`src/rtl/adm_pkg.sv`:
```
package adm_pkg;

    typedef logic [31:0] amt_t;

    typedef struct packed {
        amt_t threads;
        amt_t regs;
        amt_t smem;
    } cost_t;

    localparam int NUM_BUDGETS = 4;
    localparam int B_THR  = 0;
    localparam int B_REG  = 1;
    localparam int B_SMEM = 2;
    localparam int B_BLK  = 3;

    // Round n up to a multiple of m (m > 0).
    function automatic amt_t round_up(amt_t n, amt_t m);
        return ((n + m - 1) / m) * m;
    endfunction

    // Per-thread register count rounded up to a multiple of four.
    function automatic amt_t reg_round(amt_t r);
        return (r + 32'd3) & ~32'd3;
    endfunction

endpackage

```
`src/rtl/adm_sizer.sv`:
```
module adm_sizer
    import adm_pkg::*;
#(
    parameter int WARP = 8,
    parameter int TW   = 7,
    parameter int RW   = 8,
    parameter int SW   = 13
) (
    input  logic [TW-1:0] threads,
    input  logic [RW-1:0] regs,
    input  logic [SW-1:0] smem,
    output cost_t         cost
);
    amt_t padded;

    always_comb begin
        padded       = round_up(amt_t'(threads), amt_t'(WARP));
        cost.threads = padded;
        cost.regs    = padded * reg_round(amt_t'(regs));
        cost.smem    = amt_t'(smem);
    end
endmodule

```
`src/rtl/adm_counter.sv`:
```
module adm_counter
    import adm_pkg::*;
#(
    parameter int CAP = 64
) (
    input  logic clk,
    input  logic rst,
    input  logic add_en,
    input  amt_t add_amt,
    input  logic sub_en,
    input  amt_t sub_amt,
    output amt_t value,
    output logic fits,
    output logic short_o
);
    localparam int VW = $clog2(CAP + 1);

    logic [VW-1:0] cnt_q;

    assign value   = amt_t'(cnt_q);
    assign fits    = (value + add_amt) <= amt_t'(CAP);
    assign short_o = value < sub_amt;

    always_ff @(posedge clk) begin
        if (rst)
            cnt_q <= '0;
        else if (add_en || sub_en)
            cnt_q <= VW'(value + (add_en ? add_amt : '0) - (sub_en ? sub_amt : '0));
    end
endmodule

```
`src/rtl/adm_slot_map.sv`:
```
module adm_slot_map
    import adm_pkg::*;
#(
    parameter int N    = 64,
    parameter int WARP = 8
) (
    input  logic                 clk,
    input  logic                 rst,
    input  amt_t                 need,
    input  logic                 set_en,
    input  amt_t                 set_len,
    input  logic                 clr_en,
    input  logic [$clog2(N)-1:0] clr_idx,
    output logic                 found,
    output logic [$clog2(N)-1:0] start,
    output logic [N-1:0]         map
);
    localparam int NW = N / WARP;
    localparam int IW = $clog2(N);

    logic [N-1:0]  map_q;
    logic [NW-1:0] hit;
    amt_t          start_a;
    logic [N-1:0]  set_mask;
    logic [N-1:0]  clr_mask;

    function automatic logic [N-1:0] ones(amt_t len);
        if (len == 0)
            return '0;
        else if (len >= amt_t'(N))
            return '1;
        else
            return {N{1'b1}} >> (amt_t'(N) - len);
    endfunction

    // One candidate window per multiple of the rounded size.
    for (genvar k = 0; k < NW; k++) begin : g_win
        amt_t win_lo;
        assign win_lo = amt_t'(k) * need;
        assign hit[k] = (need != 0) &&
                        ((win_lo + need) <= amt_t'(N)) &&
                        ((map_q & (ones(need) << win_lo)) == '0);
    end

    // Lowest qualifying window wins.
    always_comb begin
        found   = 1'b0;
        start_a = '0;
        for (int k = NW - 1; k >= 0; k--) begin
            if (hit[k]) begin
                found   = 1'b1;
                start_a = amt_t'(k) * need;
            end
        end
    end

    assign start    = start_a[IW-1:0];
    assign set_mask = set_en ? (ones(set_len) << start_a) : '0;
    assign clr_mask = clr_en ? (N'(1) << clr_idx) : '0;
    assign map      = map_q;

    always_ff @(posedge clk) begin
        if (rst)
            map_q <= '0;
        else
            map_q <= (map_q & ~clr_mask) | set_mask;
    end
endmodule

```
`src/rtl/blk_admit.sv`:
```
module blk_admit
    import adm_pkg::*;
#(
    parameter int MAX_THREADS = 64,
    parameter int WARP        = 8,
    parameter int REG_CAP     = 1024,
    parameter int SMEM_CAP    = 4096,
    parameter int MAX_BLOCKS  = 4,
    parameter int RW          = 8,
    localparam int TW  = $clog2(MAX_THREADS + 1),
    localparam int SW  = $clog2(SMEM_CAP + 1),
    localparam int IW  = $clog2(MAX_THREADS),
    localparam int TCW = $clog2(MAX_THREADS + 1),
    localparam int RCW = $clog2(REG_CAP + 1),
    localparam int SCW = $clog2(SMEM_CAP + 1),
    localparam int BCW = $clog2(MAX_BLOCKS + 1)
) (
    input  logic                   clk,
    input  logic                   rst,
    input  logic [TW-1:0]          req_threads,
    input  logic [RW-1:0]          req_regs,
    input  logic [SW-1:0]          req_smem,
    input  logic                   commit_en,
    output logic                   q_accept,
    output logic [IW-1:0]          q_start,
    input  logic                   rel_en,
    input  logic [TW-1:0]          rel_threads,
    input  logic [RW-1:0]          rel_regs,
    input  logic [SW-1:0]          rel_smem,
    input  logic                   exit_en,
    input  logic [IW-1:0]          exit_slot,
    output logic [TCW-1:0]         used_threads,
    output logic [RCW-1:0]         used_regs,
    output logic [SCW-1:0]         used_smem,
    output logic [BCW-1:0]         used_blocks,
    output logic [MAX_THREADS-1:0] slot_map,
    output logic                   rel_err
);
    cost_t rq_cost;
    cost_t rl_cost;
    amt_t  add_amt [NUM_BUDGETS];
    amt_t  sub_amt [NUM_BUDGETS];
    amt_t  val     [NUM_BUDGETS];
    logic [NUM_BUDGETS-1:0] fits;
    logic [NUM_BUDGETS-1:0] shorts;
    logic  win_found;
    logic  do_commit;
    logic  do_rel;
    logic  rel_bad;
    logic  err_q;

    adm_sizer #(.WARP(WARP), .TW(TW), .RW(RW), .SW(SW)) u_rq_size (
        .threads (req_threads),
        .regs    (req_regs),
        .smem    (req_smem),
        .cost    (rq_cost)
    );

    adm_sizer #(.WARP(WARP), .TW(TW), .RW(RW), .SW(SW)) u_rl_size (
        .threads (rel_threads),
        .regs    (rel_regs),
        .smem    (rel_smem),
        .cost    (rl_cost)
    );

    always_comb begin
        add_amt[B_THR]  = rq_cost.threads;
        add_amt[B_REG]  = rq_cost.regs;
        add_amt[B_SMEM] = rq_cost.smem;
        add_amt[B_BLK]  = 32'd1;
        sub_amt[B_THR]  = rl_cost.threads;
        sub_amt[B_REG]  = rl_cost.regs;
        sub_amt[B_SMEM] = rl_cost.smem;
        sub_amt[B_BLK]  = 32'd1;
    end

    assign q_accept  = (rq_cost.threads != 0) && (&fits) && win_found;
    assign do_commit = commit_en && q_accept;
    assign rel_bad   = rel_en && (|shorts);
    assign do_rel    = rel_en && !(|shorts);

    for (genvar g = 0; g < NUM_BUDGETS; g++) begin : g_budget
        localparam int CAP_G = (g == B_THR)  ? MAX_THREADS :
                               (g == B_REG)  ? REG_CAP     :
                               (g == B_SMEM) ? SMEM_CAP    : MAX_BLOCKS;
        adm_counter #(.CAP(CAP_G)) u_cnt (
            .clk     (clk),
            .rst     (rst),
            .add_en  (do_commit),
            .add_amt (add_amt[g]),
            .sub_en  (do_rel),
            .sub_amt (sub_amt[g]),
            .value   (val[g]),
            .fits    (fits[g]),
            .short_o (shorts[g])
        );
    end

    adm_slot_map #(.N(MAX_THREADS), .WARP(WARP)) u_slots (
        .clk     (clk),
        .rst     (rst),
        .need    (rq_cost.threads),
        .set_en  (do_commit),
        .set_len (amt_t'(req_threads)),
        .clr_en  (exit_en),
        .clr_idx (exit_slot),
        .found   (win_found),
        .start   (q_start),
        .map     (slot_map)
    );

    always_ff @(posedge clk) begin
        if (rst)
            err_q <= 1'b0;
        else if (rel_bad)
            err_q <= 1'b1;
    end

    assign rel_err      = err_q;
    assign used_threads = val[B_THR][TCW-1:0];
    assign used_regs    = val[B_REG][RCW-1:0];
    assign used_smem    = val[B_SMEM][SCW-1:0];
    assign used_blocks  = val[B_BLK][BCW-1:0];
endmodule

```
`config.mk`:
```
export PLATFORM = sky130hd
export DESIGN_NAME = blk_admit
export DESIGN_NICKNAME = d
export VERILOG_FILES = /design/src/rtl/adm_pkg.sv /design/src/rtl/adm_sizer.sv /design/src/rtl/adm_counter.sv /design/src/rtl/adm_slot_map.sv /design/src/rtl/blk_admit.sv
export SDC_FILE = /design/constraint.sdc
export NUM_CORES = 1
export LEC_CHECK = 0
export BUFFER_PORTS_ARGS = -buffer_cell sky130_fd_sc_hd__buf_2
export CAP_MARGIN = 20
export CORE_ASPECT_RATIO = 0.9
export CORE_MARGIN = 1.5
export CORE_UTILIZATION = 55
export CTS_CLUSTER_SIZE = 10
export DETAILED_ROUTE_END_ITERATION = 6
export PLACE_DENSITY = 0.76
export SLEW_MARGIN = 20
export SYNTH_ARGS = -nofsm -noshare
export SYNTH_HDL_FRONTEND = slang
export SYNTH_SLANG_ARGS = --single-unit
export TNS_END_PERCENT = 20
```
`constraint.sdc`:
```
create_clock -name clk -period 13 [get_ports clk]
set_input_delay 0 -clock clk [delete_from_list [all_inputs] [get_ports clk]]
set_output_delay 0 -clock clk [all_outputs]
set_load 0.05 [all_outputs]
```
==> results of run 1 <==
[per-stage QoR]
stage / power, W / area [um2] / setup slack, ps
floorplan: 0.001314 / 14470 / 2686
global placement: 0.001637 / 15450 / 2606
CTS: 0.001932 / 15770 / 2530
global route: 0.002096 / 15780 / 1738
finish: 0.001981 / 15780 / 2485
detailed placement: 0.001644 / 15450 / 2178
[report_power, final]
part | total (W) | internal, W | switching [W]
Sequential | 0.000311 | 0.000297 | 0.0000143
Clock | 0.000288 | 0.000138 | 0.000149
Combinational | 0.00138 | 0.000467 | 0.000915
Total | 0.00198 | 0.000902 | 0.00108
[sequential cells by signal (all words and copies together) (netlist names)]
signal and cells:
g_budget.u_cnt.cnt_q 28, rel_err 1, u_slots.map 64
[logic make-up after synthesis]
| kind of cell | after synthesis |
|---|---|
| simple gates | 647 |
| compound gates | 592 |
| buf+inv | 283 |
| fa+ha+maj | 245 |
| flops | 93 |
| xor+xnor | 83 |
| mux | 18 |
| other cells | 1 |
[worst reg2reg max path: stages (launching register included)]
cell       delay [ps]
dfxtp_1           360
nor4_1            980
nand2_1           510
nor4_1            420
o22ai_1           230
a211oi_1          690
nor3_1            110
nand4b_1          190
nand4_1           300
clkinv_1          260
nand2_1           100
fa_1              490
inv_1              70
fa_1              470
a21o_1            180
a21oi_1           220
o21bai_1           90
a21oi_1           230
o21bai_1           90
a21oi_1           210
nor2b_1            70
o21a_1            190
o41a_1            320
xnor2_1           340
xor2_1            200
o2bb2ai_1          90
a211oi_1          220
[cell type report]
class	instances	area [um2]
multi-input cells	1594	11450
fillers	2438	10140
flip-flops and latches	93	1862
repair buffers	187	1001
inverters	194	728.2
well taps	348	435.4
clock buffers	9	225.2
clock inverters	7	75.07
[metal layers]
metal / vias to the layer above / track usage, % / wire length (um)
met5: - / 1.630 / 64
met4: 2 / 12.93 / 1772
met3: 139 / 10.03 / 6186
met2: 951 / 57.35 / 22160
met1: 7365 / 53.41 / 23250
li1: 7189 / - / -
[what timing repair did]
item                      CTS  global route
hold buffers                2             0
hold endpoints to repair    2             0
buffers inserted            0             0
[placed cells by master (no fill, tap or decap), drive strengths merged, types with 7 or more instances in the layout]
cell type / synthesis / routed
inv: 190 / 195
nor2: 193 / 193
buf: 44 / 185
nand2: 181 / 181
ha: 180 / 180
a21oi: 163 / 163
o21ai: 139 / 139
dfxtp: 93 / 93
fa: 63 / 63
xnor2: 52 / 52
nor3: 46 / 46
nand3: 40 / 40
nor4: 34 / 34
o21a: 31 / 31
a31oi: 30 / 30
xor2: 30 / 30
and2: 28 / 28
o22ai: 27 / 27
a21o: 25 / 25
o211ai: 25 / 25
a211oi: 23 / 23
nand2b: 21 / 21
nor2b: 20 / 20
nand4: 19 / 19
and3: 17 / 17
o21bai: 14 / 14
mux2i: 13 / 13
o31ai: 12 / 12
a22oi: 10 / 10
o221ai: 10 / 10
or2: 10 / 10
a211o: 9 / 9
nand3b: 9 / 9
conb: 1 / 9
clkbuf: 45 / 9
a2111oi: 9 / 9
a221oi: 8 / 8
or4: 7 / 7
[worst max path at each step]
stage / cells after the start / end / slack (ps)
global placement: 42 / g_budget[2].u_cnt.cnt_q[12] / 2610
finish: 42 / g_budget[2].u_cnt.cnt_q[12] / 2480
global route: 42 / g_budget[2].u_cnt.cnt_q[12] / 1740
floorplan: 43 / g_budget[2].u_cnt.cnt_q[12] / 2690
detailed placement: 42 / g_budget[2].u_cnt.cnt_q[12] / 2180
CTS: 42 / g_budget[2].u_cnt.cnt_q[12] / 2530
==> results.txt, run 1 <==
startpoint class of the critical path - input pin
# setup viols final - 0
top-count cell post-synth - nor2_1
final hold vios - 0
final hold slack - 93.97 ps
min-delay worst type - input pin to register
Avg Cell Area, Syn - 7.359 um2
Setup CP Type - input pin to register
internal reg-to-reg setup slack - 5290 ps
crit path launch - req_threads[0]
Worst R2R Path Depth - 26
RSZ-0062 raised after global routing - no
EDFF count, synth - 0
Worst Path Arrival - 10800 ps
reg2reg end - g_budget[2].u_cnt.cnt_q[12]
DR WL/cell - 21.97 um
Tmin final - 10520 ps
Final nets - 2389
CTS tree - yes
antenna-violating nets left - 0
Syn. warnings - 0
hold path endpoint - u_slots.map[27]
Clock Skews - 20.38 ps
clk_lat worst skew - 370 ps
largest area contributor in the netlist - ha_1
die span in x - 173.8 um
crit end category - register
largest net degree at the start of global routing - 58
ranking of synthesized cells by area - ha_1, dfxtp_1, fa_1
post-synthesis sequential area ratio - 12.89%
Resized cells post-CTS - 0
Inserted Diodes - 0
largest family of logic cells by synthesized area - compound AO/OA/AOI/OAI gates
clock root buffer - clkbuf_16
core area - 25920 um2
Final Max Slew Viols - 0
GRT Util Overall - 38.43%
clock tree buffer depth - 2
TritonCTS Buffers - 9
total gr overflow - 0
DIE HEIGHT - 156.7 um
leakage - 7.381 nW
TNS Setup - 0 ps
Critical Path RT - 13280 ps
antenna violations before repair - 0
1st-iter DRT viols - 1777
area grow syn2layout - 9.289%
Netlist Area Pre-Place - 14440 um2
site row count - 56
crit share post-route - 80.89%
final WL - 53.43 mm
VDD IR max - 0.09853 mV
XOR/XNOR Fraction of Synth Area - 5.182%
Slew @ Worst Pin - 1158 ps
GPL Wtd Cong - 1.043
Top Ports - 173
DRT Pass-1 Iters - 6
FFs w/ async S/R, synth - 0%
share of the synthesized area in the top cell type - 15.60%
H-tree lvl count - 3
max incr delay on CP - 580 ps
Die ar. - 27230 um2
max_cap viols - 0
Synth Area in Adders - 24.47%
top cells by count, synth - nor2_1, inv_1, ha_1, nand2_1, a21oi_1
Initial Utilization - 55.69%
Buf/Inv on CP - 7
Worst R2R Start - u_slots.map[53]
Most common cell on crit path - ha_1
via count - 15650
CP max stage cell - clkinv_1
fmax - 0.09510 GHz
vias in the first global route - 14540
outcome - complete, no violations
Hold Path Stages - 2
first-pass GRT wire length - 81.93 mm
clk sink count - 93
Mapped Cells - 1962
Vias/cell - 6.433
Inst Count DP - 2414
drc violations - 0
top_reg_cell synth - dfxtp_1
relative slew slack - 22.10%
PortBufs - 163
clk slew on worst S/H paths - 80 ps
crit-path leading delay family - adder cells
post-synthesis compound-gate area fraction - 26.66%
pwr dens - 125.5 nW/um2
Finished Layout Cells - 2432
Final Core Density - 60.87%
maximum fanout along the worst path - 20
post-DP HPWL - 41.88 mm
hold path startpoint - rst
simple logic cell fraction of the synthesized area - 21.40%
Synth cell types - 92
Synth Register Bits - 93
fraction of layout instances using a drive strength above 1 - 11.71%
post-synthesis mux area share - 1.291%
(Power assumes the default switching activity.)
==> run 2: changes to the inputs <==
==> constraint.sdc (replaced) <==
create_clock -name clk -period 9.9 [get_ports clk]
set_input_delay 0 -clock clk [delete_from_list [all_inputs] [get_ports clk]]
set_output_delay 0 -clock clk [all_outputs]
set_load 0.05 [all_outputs]
==> run 2 against run 1 <==
The flow now finishes with violations (DRC). Cell area increased by 0.14%. Sequential share of layout area about the same. Utilization increased by 0.087 points. Die area unchanged. Clock power increased by 27%. Power increased by 31%. Register-to-register slack got worse by 2600 ps. Wire length decreased by 2.3%. First-iteration DRC count increased by 13%. Via count increased by 0.80%.
==> results.txt, run 2 (synthesis gave the netlist of run 1 again) <==
site row count - 56 (unchanged)
die span in x - 173.8 um (unchanged)
failing checks - DRC
antenna violations before repair - 0 (unchanged)
fmax - 0.1089 GHz
drc violations - 20 (+20)
TritonCTS Buffers - 9 (unchanged)
hold path startpoint - rel_smem[12]
clk slew on worst S/H paths - 80 ps (about the same)
Top Ports - 173 (unchanged)
maximum fanout along the worst path - 11 (-45%)
RSZ-0062 raised after global routing - no
# setup viols final - 0 (unchanged)
core area - 25920 um2 (unchanged)
Reg power frac - 15.7% (about the same)
PortBufs - 163 (unchanged)
antenna-violating nets left - 0 (unchanged)
clock power share - 14.2% (-0.3 points)
sw frac - 54.31% (-0.15 points)
Fill cells - 2476 (+1.6%)
Critical Path RT - 10180 ps (-3100 ps)
Finished Layout Cells - 2436 (+0.16%)
leakage - 7.396 nW (+0.20%)
Tmin final - 9185 ps
Worst R2R Start - u_slots.map[49]
clk_lat worst skew - 370 ps (about the same)
Slew @ Worst Pin - 1171 ps (+13.14 ps)
final WL - 52.20 mm (-2.3%)
crit end category - register
final hold vios - 0 (unchanged)
relative slew slack - 21.65% (-0.45 points)
Setup CP Type - input pin to register
1st-iter DRT viols - 2006 (+13%)
first-pass GRT wire length - 81.34 mm (-0.72%)
clock root buffer - clkbuf_16
Logic pwr share - 70.1% (+0.3 points)
Most common cell on crit path - ha_1
Final Max Slew Viols - 0 (unchanged)
Vias/cell - 6.474 (+0.63%)
TNS Setup - 0 ps (unchanged)
hold path endpoint - g_budget[2].u_cnt.cnt_q[12]
CTS tree - yes
Die ar. - 27230 um2 (unchanged)
Final Core Density - 60.96% (+0.087 points)
internal reg-to-reg setup slack - 2670 ps (-2620 ps)
max reg flops - 64 (unchanged)
Clock Skews - 17.58 ps (-2.803 ps)
post-DP HPWL - 40.84 mm (-2.5%)
Inst Count DP - 2417 (+0.12%)
clock tree buffer depth - 2 (unchanged)
clk sink count - 93 (unchanged)
DR WL/cell - 21.43 um (-2.5%)
total gr overflow - 0 (unchanged)
Worst R2R Path Depth - 26 (unchanged)
setup slack after layout - 715.3 ps (-1770 ps)
DIE HEIGHT - 156.7 um (unchanged)
largest net degree at the start of global routing - 78 (+34%)
DRT Pass-1 Iters - 7 (+1)
fraction of layout instances using a drive strength above 1 - 11.93% (+0.22 points)
H-tree lvl count - 3 (unchanged)
Hold Path Stages - 4 (+2)
GPL Wtd Cong - 1.017 (-2.4%)
most frequent cells in the layout - nor2_1, inv_1, ha_1
reg2reg end - g_budget[2].u_cnt.cnt_q[12]
sw power - 0.001405 W (+30%)
via count - 15770 (+0.80%)
outcome - complete, but fails checks
Internal - 0.001182 W (+31%)
VDD IR max - 0.1182 mV (+20%)
min-delay worst type - input pin to register
area grow syn2layout - 9.446%
Setup WS pre-CTS - 449.4 ps (-1728 ps)
max_cap viols - 0 (unchanged)
pwr dens - 163.7 nW/um2 (+30%)
startpoint class of the critical path - input pin
Worst Path Arrival - 9460 ps (-1340 ps)
Final nets - 2392 (+0.13%)
CP max stage cell - fa_1
crit share post-route - 92.77%
most common cell after layout, fill and taps aside - nor2_1
max incr delay on CP - 540 ps (-40 ps)
vias in the first global route - 14790 (+1.7%)
Initial Utilization - 55.69% (unchanged)
GRT Util Overall - 37.74% (-0.69 points)
-- run 2: per-stage QoR --
step           total power [W]  hold WS [ps]  instance area, um2
2_1_floorplan         0.001726         140.6               14470
3_3_place_gp          0.002132         289.1               15480
3_5_place_dp          0.002155         316.3               15480
4_1_cts               0.002526         116.0               15790
5_1_grt               0.002742         147.9               15800
6_report              0.002587         116.0               15800
-- run 2: worst max-delay path, delay by kind of cell --
family                   cells  cell delay (ps)
AND/OR/NAND/NOR             10             2180
adder cells (fa/ha/maj)      9             3340
XOR/XNOR                     3              680
AO/OA/AOI/OAI               13             2600
buffers and inverters        6              670
-- run 2: worst max path at each step --
stage | cells past startpoint | from | end
after global routing | 41 | req_threads[1] | g_budget[2].u_cnt.cnt_q[12]
after CTS | 41 | req_threads[1] | g_budget[2].u_cnt.cnt_q[12]
after detailed placement | 41 | req_threads[1] | g_budget[2].u_cnt.cnt_q[12]
after floorplan | 43 | req_threads[0] | g_budget[2].u_cnt.cnt_q[12]
final | 41 | req_threads[1] | g_budget[2].u_cnt.cnt_q[12]
after global placement | 41 | req_threads[1] | g_budget[2].u_cnt.cnt_q[12]
-- run 2: what timing repair did --
action                    CTS  global route
setup buffers               0             0
hold endpoints to repair    2             0
hold buffers                2             0
gates resized for setup     0             0
-- run 2: final cells by class --
class	count	area (um2)	area share (%)
multi-input cells	1594	11460	72.49
flip-flops and latches	93	1862	11.78
repair buffers	190	1023	6.477
inverters	194	729.5	4.616
well taps	348	435.4	2.755
clock buffers	9	225.2	1.425
clock inverters	7	68.82	0.4355
diodes	1	2.502	0.01584
-- run 2: power groups by stage --
stage	Clock, W	Sequential [W]	Combinational [W]
after floorplan	0	0.000464	0.00126
after global placement	0	0.000414	0.00172
after detailed placement	0	0.000414	0.00174
after CTS	0.000367	0.000406	0.00175
after global routing	0.000381	0.000408	0.00195
final	0.000366	0.000407	0.00181
-- run 2: per-layer routing --
metal | vias to the layer above | GRT usage (%) | share of wire [%]
li1 | 7216 | - | -
met1 | 7522 | 51.84 | 43
met2 | 906 | 57.83 | 43
met3 | 127 | 10.16 | 12
met4 | 0 | 10.96 | 2.9
met5 | - | 0 | 0
